[config.mk]
export PLATFORM = sky130hd
export DESIGN_NAME = swz_move_unit
export DESIGN_NICKNAME = d
export VERILOG_FILES = /design/src/rtl/swz_pkg.sv /design/src/rtl/swz_lane.sv /design/src/rtl/swz_out_reg.sv /design/src/rtl/swz_move_unit.sv
export SDC_FILE = /design/constraint.sdc
export NUM_CORES = 1
export LEC_CHECK = 0
export ABC_CLOCK_PERIOD_IN_PS = 7000
export BUFFER_PORTS_ARGS = -buffer_cell sky130_fd_sc_hd__buf_4
export CORE_ASPECT_RATIO = 1.4
export CORE_MARGIN = 5
export CORE_UTILIZATION = 42
export DETAILED_ROUTE_END_ITERATION = 16
export GPL_ROUTABILITY_DRIVEN = 0
export GPL_TIMING_DRIVEN = 1
export MAX_ROUTING_LAYER = met4
export PLACE_DENSITY = 0.69
export SETUP_SLACK_MARGIN = 0.4
export SLEW_MARGIN = 30
export SYNTH_ARGS = -nofsm -noshare
export SYNTH_HDL_FRONTEND = slang
export SYNTH_SLANG_ARGS = --single-unit
[constraint.sdc]
create_clock -name clk -period 7 [get_ports clk]
set_clock_uncertainty 0.15 [all_clocks]
set_input_delay 1.75 -clock clk [delete_from_list [all_inputs] [get_ports clk]]
set_output_delay 1.75 -clock clk [all_outputs]
set_load 0.03 [all_outputs]
[src/rtl/swz_pkg.sv]
package swz_pkg;
  localparam int unsigned SWZ_LANES  = 4;
  localparam int unsigned SWZ_ELEM_W = 32;
  localparam int unsigned SWZ_SEL_W  = 3;
  localparam logic [31:0] SWZ_FP_ZERO = 32'h0000_0000;
  localparam logic [31:0] SWZ_FP_ONE  = 32'h3F80_0000;
  // Code layout: 0..LANES-1 pick a source lane, then zero, one, then skip.
  localparam int unsigned SWZ_CODE_ZERO = SWZ_LANES;
  localparam int unsigned SWZ_CODE_ONE  = SWZ_LANES + 1;
endpackage

[src/rtl/swz_lane.sv]
module swz_lane #(
  parameter int unsigned LANES  = swz_pkg::SWZ_LANES,
  parameter int unsigned ELEM_W = swz_pkg::SWZ_ELEM_W,
  parameter int unsigned SEL_W  = swz_pkg::SWZ_SEL_W,
  localparam int unsigned LEN_W = $clog2(LANES)
) (
  input  logic [LANES*ELEM_W-1:0] src_vec,
  input  logic [SEL_W-1:0]        sel,
  input  logic [LEN_W-1:0]        len_m1,
  input  logic                    live,
  output logic [ELEM_W-1:0]       data,
  output logic                    we
);
  localparam logic [SEL_W-1:0] C_ZERO = SEL_W'(swz_pkg::SWZ_CODE_ZERO);
  localparam logic [SEL_W-1:0] C_ONE  = SEL_W'(swz_pkg::SWZ_CODE_ONE);

  logic [SEL_W-1:0] len_ext;
  assign len_ext = {{(SEL_W-LEN_W){1'b0}}, len_m1};

  always_comb begin
    data = '0;
    we   = 1'b0;
    if (live) begin
      if (sel < SEL_W'(LANES)) begin
        we = 1'b1;
        if (sel <= len_ext) begin
          for (int i = 0; i < LANES; i++) begin
            if (sel == SEL_W'(i)) data = src_vec[i*ELEM_W +: ELEM_W];
          end
        end else begin
          data = ELEM_W'(swz_pkg::SWZ_FP_ZERO);
        end
      end else if (sel == C_ZERO) begin
        we   = 1'b1;
        data = ELEM_W'(swz_pkg::SWZ_FP_ZERO);
      end else if (sel == C_ONE) begin
        we   = 1'b1;
        data = ELEM_W'(swz_pkg::SWZ_FP_ONE);
      end
    end
  end
endmodule

[src/rtl/swz_out_reg.sv]
module swz_out_reg #(
  parameter int unsigned LANES  = swz_pkg::SWZ_LANES,
  parameter int unsigned ELEM_W = swz_pkg::SWZ_ELEM_W
) (
  input  logic                    clk,
  input  logic                    rst_n,
  input  logic                    load,
  input  logic [LANES*ELEM_W-1:0] nxt_vec,
  input  logic [LANES-1:0]        nxt_we,
  output logic [LANES*ELEM_W-1:0] q_vec,
  output logic [LANES-1:0]        q_we,
  output logic                    q_valid
);
  always_ff @(posedge clk) begin
    if (!rst_n) begin
      q_vec   <= '0;
      q_we    <= '0;
      q_valid <= 1'b0;
    end else begin
      q_valid <= load;
      if (load) begin
        q_vec <= nxt_vec;
        q_we  <= nxt_we;
      end
    end
  end
endmodule

[src/rtl/swz_move_unit.sv]
module swz_move_unit #(
  parameter int unsigned LANES  = swz_pkg::SWZ_LANES,
  parameter int unsigned ELEM_W = swz_pkg::SWZ_ELEM_W,
  parameter int unsigned SEL_W  = swz_pkg::SWZ_SEL_W,
  localparam int unsigned LEN_W = $clog2(LANES),
  localparam int unsigned IMM_W = LANES*SEL_W,
  localparam int unsigned VEC_W = LANES*ELEM_W
) (
  input  logic             clk,
  input  logic             rst_n,
  input  logic             start,
  input  logic             pred,
  input  logic [LEN_W-1:0] len_m1,
  input  logic [IMM_W-1:0] swz_imm,
  input  logic [VEC_W-1:0] src_vec,
  output logic [VEC_W-1:0] out_vec,
  output logic [LANES-1:0] out_we,
  output logic             out_valid
);
  logic [VEC_W-1:0] nxt_vec;
  logic [LANES-1:0] nxt_we;

  for (genvar k = 0; k < LANES; k++) begin : g_lane
    logic live;
    assign live = pred && (LEN_W'(k) <= len_m1);
    swz_lane #(.LANES(LANES), .ELEM_W(ELEM_W), .SEL_W(SEL_W)) u_lane (
      .src_vec (src_vec),
      .sel     (swz_imm[k*SEL_W +: SEL_W]),
      .len_m1  (len_m1),
      .live    (live),
      .data    (nxt_vec[k*ELEM_W +: ELEM_W]),
      .we      (nxt_we[k])
    );
  end

  swz_out_reg #(.LANES(LANES), .ELEM_W(ELEM_W)) u_oreg (
    .clk     (clk),
    .rst_n   (rst_n),
    .load    (start),
    .nxt_vec (nxt_vec),
    .nxt_we  (nxt_we),
    .q_vec   (out_vec),
    .q_we    (out_we),
    .q_valid (out_valid)
  );
endmodule

; ---- Word level (Yosys, flattened, before mapping)
; Index checks and enable logic that the tools add are counted.
[op_classes]
magnitude_cmp = 12
eq_ne = 20
n_mux = 52
reduce_logical = 8
[op_table]
columns = operator, count
row1 = $mux W32, 32
row2 = $mux W30, 4
row3 = $eq A3 B2 Y1 const B, 8
row4 = $eq A3 B3 Y1 const B, 8
row5 = $mux W1, 16
row6 = $eq A3 B1 Y1 const B, 4
row7 = $le A3 B2 Y1, 4
row8 = $logic_not A3 Y1, 4
row9 = $lt A3 B3 Y1 const B, 4
row10 = $le A1 B2 Y1 const A, 2
row11 = $le A2 B2 Y1 const A, 2
row12 = $logic_and A1 B1 Y1, 4
[totals]
reg_bits = 133
input_bits = 146

; ---- Logic depth before layout (Yosys ltp)
[depth]
ltp_word = 8
depth_mapped = 10
ltp_nobuf = 6

; ---- Hierarchy
; Synthesis repeated with hierarchy kept, for this count alone.
[hier_totals]
cells_unflattened = 1102
area_unflattened_um2 = 10870.4
[modules_own_cells]
columns = module, n_inst, cells_per_inst, area_per_inst_um2, seq_area_each_um2
row1 = swz_lane, 4, 168, 1443.9, 0.0
row2 = swz_out_reg, 1, 427, 5073.6, 2662.6
row3 = swz_move_unit, 1, 3, 21.3, 0.0

; ---- Least setup slack after synthesis
; OpenSTA, ideal clock, no wires.
[synth_path]
path_type = in2reg
start = in swz_imm[9]
end = reg u_oreg.q_vec[101]
setup_time_ps = 117
arrival_ps = 3241
required_time_ps = 6733
slack_ps = 3492
cell_stages = 10
path_buffers = 4
cell_sequence = buf_2 -> clkbuf_1 -> inv_1 -> ha_1 -> nand2_1 -> o21ai_2 -> and3_1 -> buf_4 -> buf_6 -> a22o_1
[synth_via]
elab_chain_len = 8
[synth_rtl]
columns = item, line_no
row1 = start: declaration, swz_move_unit.sv:14  ; input logic [IMM_W-1:0] swz_imm,
row2 = $logic_not A3 Y1, swz_lane.sv:28  ; if (sel == SEL_W'(i)) data = src_vec[i*ELEM_W +: ELEM_W];
row3 = $mux W32 (4 in a row), swz_lane.sv:28
row4 = $mux W32, swz_lane.sv:26  ; if (sel <= len_ext) begin
row5 = $mux W32 (*), swz_lane.sv:24  ; if (sel < SEL_W'(LANES)) begin
row6 = $mux W32 (*), swz_lane.sv:23  ; if (live) begin
row7 = end signal: assignment, swz_out_reg.sv:22  ; q_vec <= nxt_vec;
row8 = end: declaration, swz_out_reg.sv:10  ; output logic [LANES*ELEM_W-1:0] q_vec,
; Mark *: on every way between the ends. The rest lies on a longest branch, timed or not.
; A chain may end at the register's enable or synchronous reset.

; ---- Final worst setup path
[layout_path]
start = in swz_imm[10]
end = reg u_oreg.q_vec[111]
; The elaborated chain is that of the path after synthesis.

==> run_results.csv <==
group,metric,value,unit
power_and_ir_drop,swShare,0.287,
global_route,grt_max_degree,85,
die,die_y,175,um
clock_tree,cts_buffers,17,
critical_path,path_class,"primary input to flop",
global_route,grt_pass1_vias,8166,
timing,hold_ws,295,ps
routing,ant_nets,0,
die,start_util,0.425,
die,die_w,128,um
power_and_ir_drop,internal_power,1.51,mW
power_and_ir_drop,ir_worst_vdd,131,uV
synth,synth_fp_nets,969,
routing,dr_wl_met2,15.1,mm
timing,fmax,256,MHz
routing,firstDrtPassIters,5,
outcome,status,"finished, final reports clean",
routing,met3WireLength,1.91,mm
synth,synth-seq-cells,133,
power_and_ir_drop,seqPwrFrac,0.368,
clock_tree,ctsRootBufferMaster,"clkbuf_16",
timing,fin_crit_sh,0.558,
layout,drive_gt1_frac,0.396,
power_and_ir_drop,p_clk_frac,0.417,
critical_path,crit_path_end_kind,"flop",
synth,synthesis.instances,815,
clock_tree,clkTransAtPathRegs,60,ps
routing,drt-total-wl,30.2,mm
layout,diodes,0,
power_and_ir_drop,p_switching,0.608,mW
clock_tree,cts_max_path_buffers,2,
timing,fin_ws,3090,ps
synth,yosys_warnings,0,
power_and_ir_drop,power_leakage,4.38,nW
routing,vias_per_cell,6.33,
timing,max_slew_margin,0.331,
clock_tree,worstSkewPairLatency,410,ps
layout,area_growth,32.2,%
timing,hold_viol,0,
clock_tree,hold_buffers,0,
clock_tree,post_cts_resized,0,
global_route,gr-total-overflow,0,
clock_tree,htree_levels,4,
placed_design,hpwl,20.2,mm
clock_tree,cts_setup_buffers,0,
routing,drcViolationCount,0,
routing,wire_per_inst,23.5,um
die,dieArea,22400,um2
power_and_ir_drop,power_density,196,nW/um2
routing,dr_total_vias,8144,
flow_run,cap_violations,0,
critical_path,path_max_fanout,66,
global_route,grt_usage,0.273,
timing,finalSetupTns,0,ps
die,row_count,60,
placed_design,dp_slack,2640,ps
routing,wl_met1,11.4,mm
critical_path,worstPathRequired,7150,ps
critical_path,start_kind,"primary input",
timing,setup_viol,0,
routing,highest_layer,"met4",
global_route,antenna_found_initial,0,
global_route,grt_first_pass_wirelength,46.5,mm
layout,fin_nets,1180,
min_path,hold_class,"flop to flop",
timing,drv_slew,0,
synth,synth_seq_area_share,0.326,
timing,rsz0062_at_grt,"false",
critical_path,cp_data_arrival_time,4050,ps
clock_tree,cts_tree,"yes",
timing,min_period,3910,ps
timing,tightest_slew,1000,ps
placed_design,portBuffers,278,
power_and_ir_drop,p_total,2.12,mW
synth,netlist_area,8180,um2
synth,avgSynthCellArea,10.0,um2
routing,drtIter0Drc,700,
clock_tree,clock_sinks,133,
power_and_ir_drop,comb_power_share,0.215,
die,core_area,19200,um2
die,io_pins,279,
synth,synthDistinctLibCells,40,
sequential cells by signal, summed over array words and instances (netlist names):
| name | cells |
|---|---|
| u_oreg.q_vec | 128 |
| u_oreg.q_valid | 1 |
| u_oreg.q_we | 4 |
final cells by class:
| cell class | instances | area [um2] |
|---|---|---|
| Clock buffer | 20 | 447 |
| Multi-Input combinational cell | 581 | 5030 |
| Timing Repair Buffer | 286 | 2200 |
| Clock inverter | 12 | 130 |
| Inverter | 7 | 26.3 |
| Tap cell | 248 | 310 |
| Fill cell | 1788 | 8410 |
| Sequential cell | 133 | 2660 |
through the flow:
stage	cells	utilization	area, um2
floorplan	815	-	8180
global placement	1251	0.528	10100
detailed placement	1254	0.531	10200
CTS	1286	0.561	10800
global route	1287	0.563	10800
finish	1287	0.563	10800
logic make-up after synthesis:
kind of cell,share of synthesized area
AND/OR/NAND/NOR,0.0999
multiplexers,0.267
AO/OA/AOI/OAI,0.231
flip-flops,0.326
adder cells (fa/ha/maj),0.0122
buffers and inverters,0.0646
power groups by stage:
| stage | Clock [mW] | Combinational, mW | Sequential [mW] |
|---|---|---|---|
| 2_1_floorplan | 0 | 0.239 | 0.822 |
| 3_3_place_gp | 0 | 0.433 | 0.796 |
| 3_5_place_dp | 0 | 0.449 | 0.796 |
| 4_1_cts | 0.894 | 0.451 | 0.780 |
| 5_1_grt | 0.933 | 0.487 | 0.781 |
| 6_report | 0.882 | 0.455 | 0.780 |
synthesized netlist by cell type (all sizes together):
library cell	instances	area, um2
a21oi	34	170
o21ai	103	523
mux2i	58	581
nor2	64	248
and3	2	12.5
nand4	1	12.5
clkbuf	43	161
nand4b	1	8.76
nor3	2	26.3
inv	7	26.3
a22o	32	280
nor4bb	7	70.1
a32oi	50	438
nor2b	4	25.0
nand2b	2	12.5
o221a	5	56.3
or3	2	12.5
buf	51	340
a31oi	14	87.6
or2	6	37.5
mux4	71	1600
nor3b	7	52.6
nand3	25	138
o211ai	6	45.0
nand2	43	161
o221ai	27	236
ha	8	100
dfxtp	133	2660
a211oi	7	52.6
worst max-delay path: stages:
cell and delay [ps]:
buf_4 650, nand2b_1 650, buf_4 420, o221ai_1 200, o21ai_0 140, a22o_1 230
routing by layer:
layer | vias up | track usage
met3 | 97 | 0.0391
met5 | - | -
met4 | 0 | 0.162
li1 | 3630 | -
met2 | 434 | 0.440
met1 | 3983 | 0.320
cell usage in the layout (no fill, tap or decap), types with 8 or more instances in the layout:
cell / netlist / layout
mux4_2: 71 / 71
o21ai_0: 84 / 84
o221ai_1: 27 / 27
nand2_1: 43 / 43
a21oi_1: 34 / 34
a32oi_1: 50 / 50
mux2i_1: 58 / 58
a31oi_1: 14 / 14
nand3_1: 24 / 24
dfxtp_1: 133 / 133
a22o_1: 32 / 32
clkbuf_16: 0 / 17
buf_4: 9 / 282
o21ai_1: 17 / 15
nor2_1: 63 / 60
ha_1: 8 / 8
worst paths after layout:
path	from	endpoint	slack [ps]	depth (start not counted)
hold / removal	u_oreg.q_vec[72]$_SDFFE_PN0P_	u_oreg.q_vec[72]$_SDFFE_PN0P_	300	2
hold reg to reg	u_oreg.q_vec[72]$_SDFFE_PN0P_	u_oreg.q_vec[72]$_SDFFE_PN0P_	300	2
setup / recovery	swz_imm[10]	u_oreg.q_vec[111]$_SDFFE_PN0P_	3090	6
setup reg to reg	u_oreg.q_vec[87]$_SDFFE_PN0P_	u_oreg.q_vec[87]$_SDFFE_PN0P_	6140	2
Note: power is estimated with default switching activity, not from simulation.
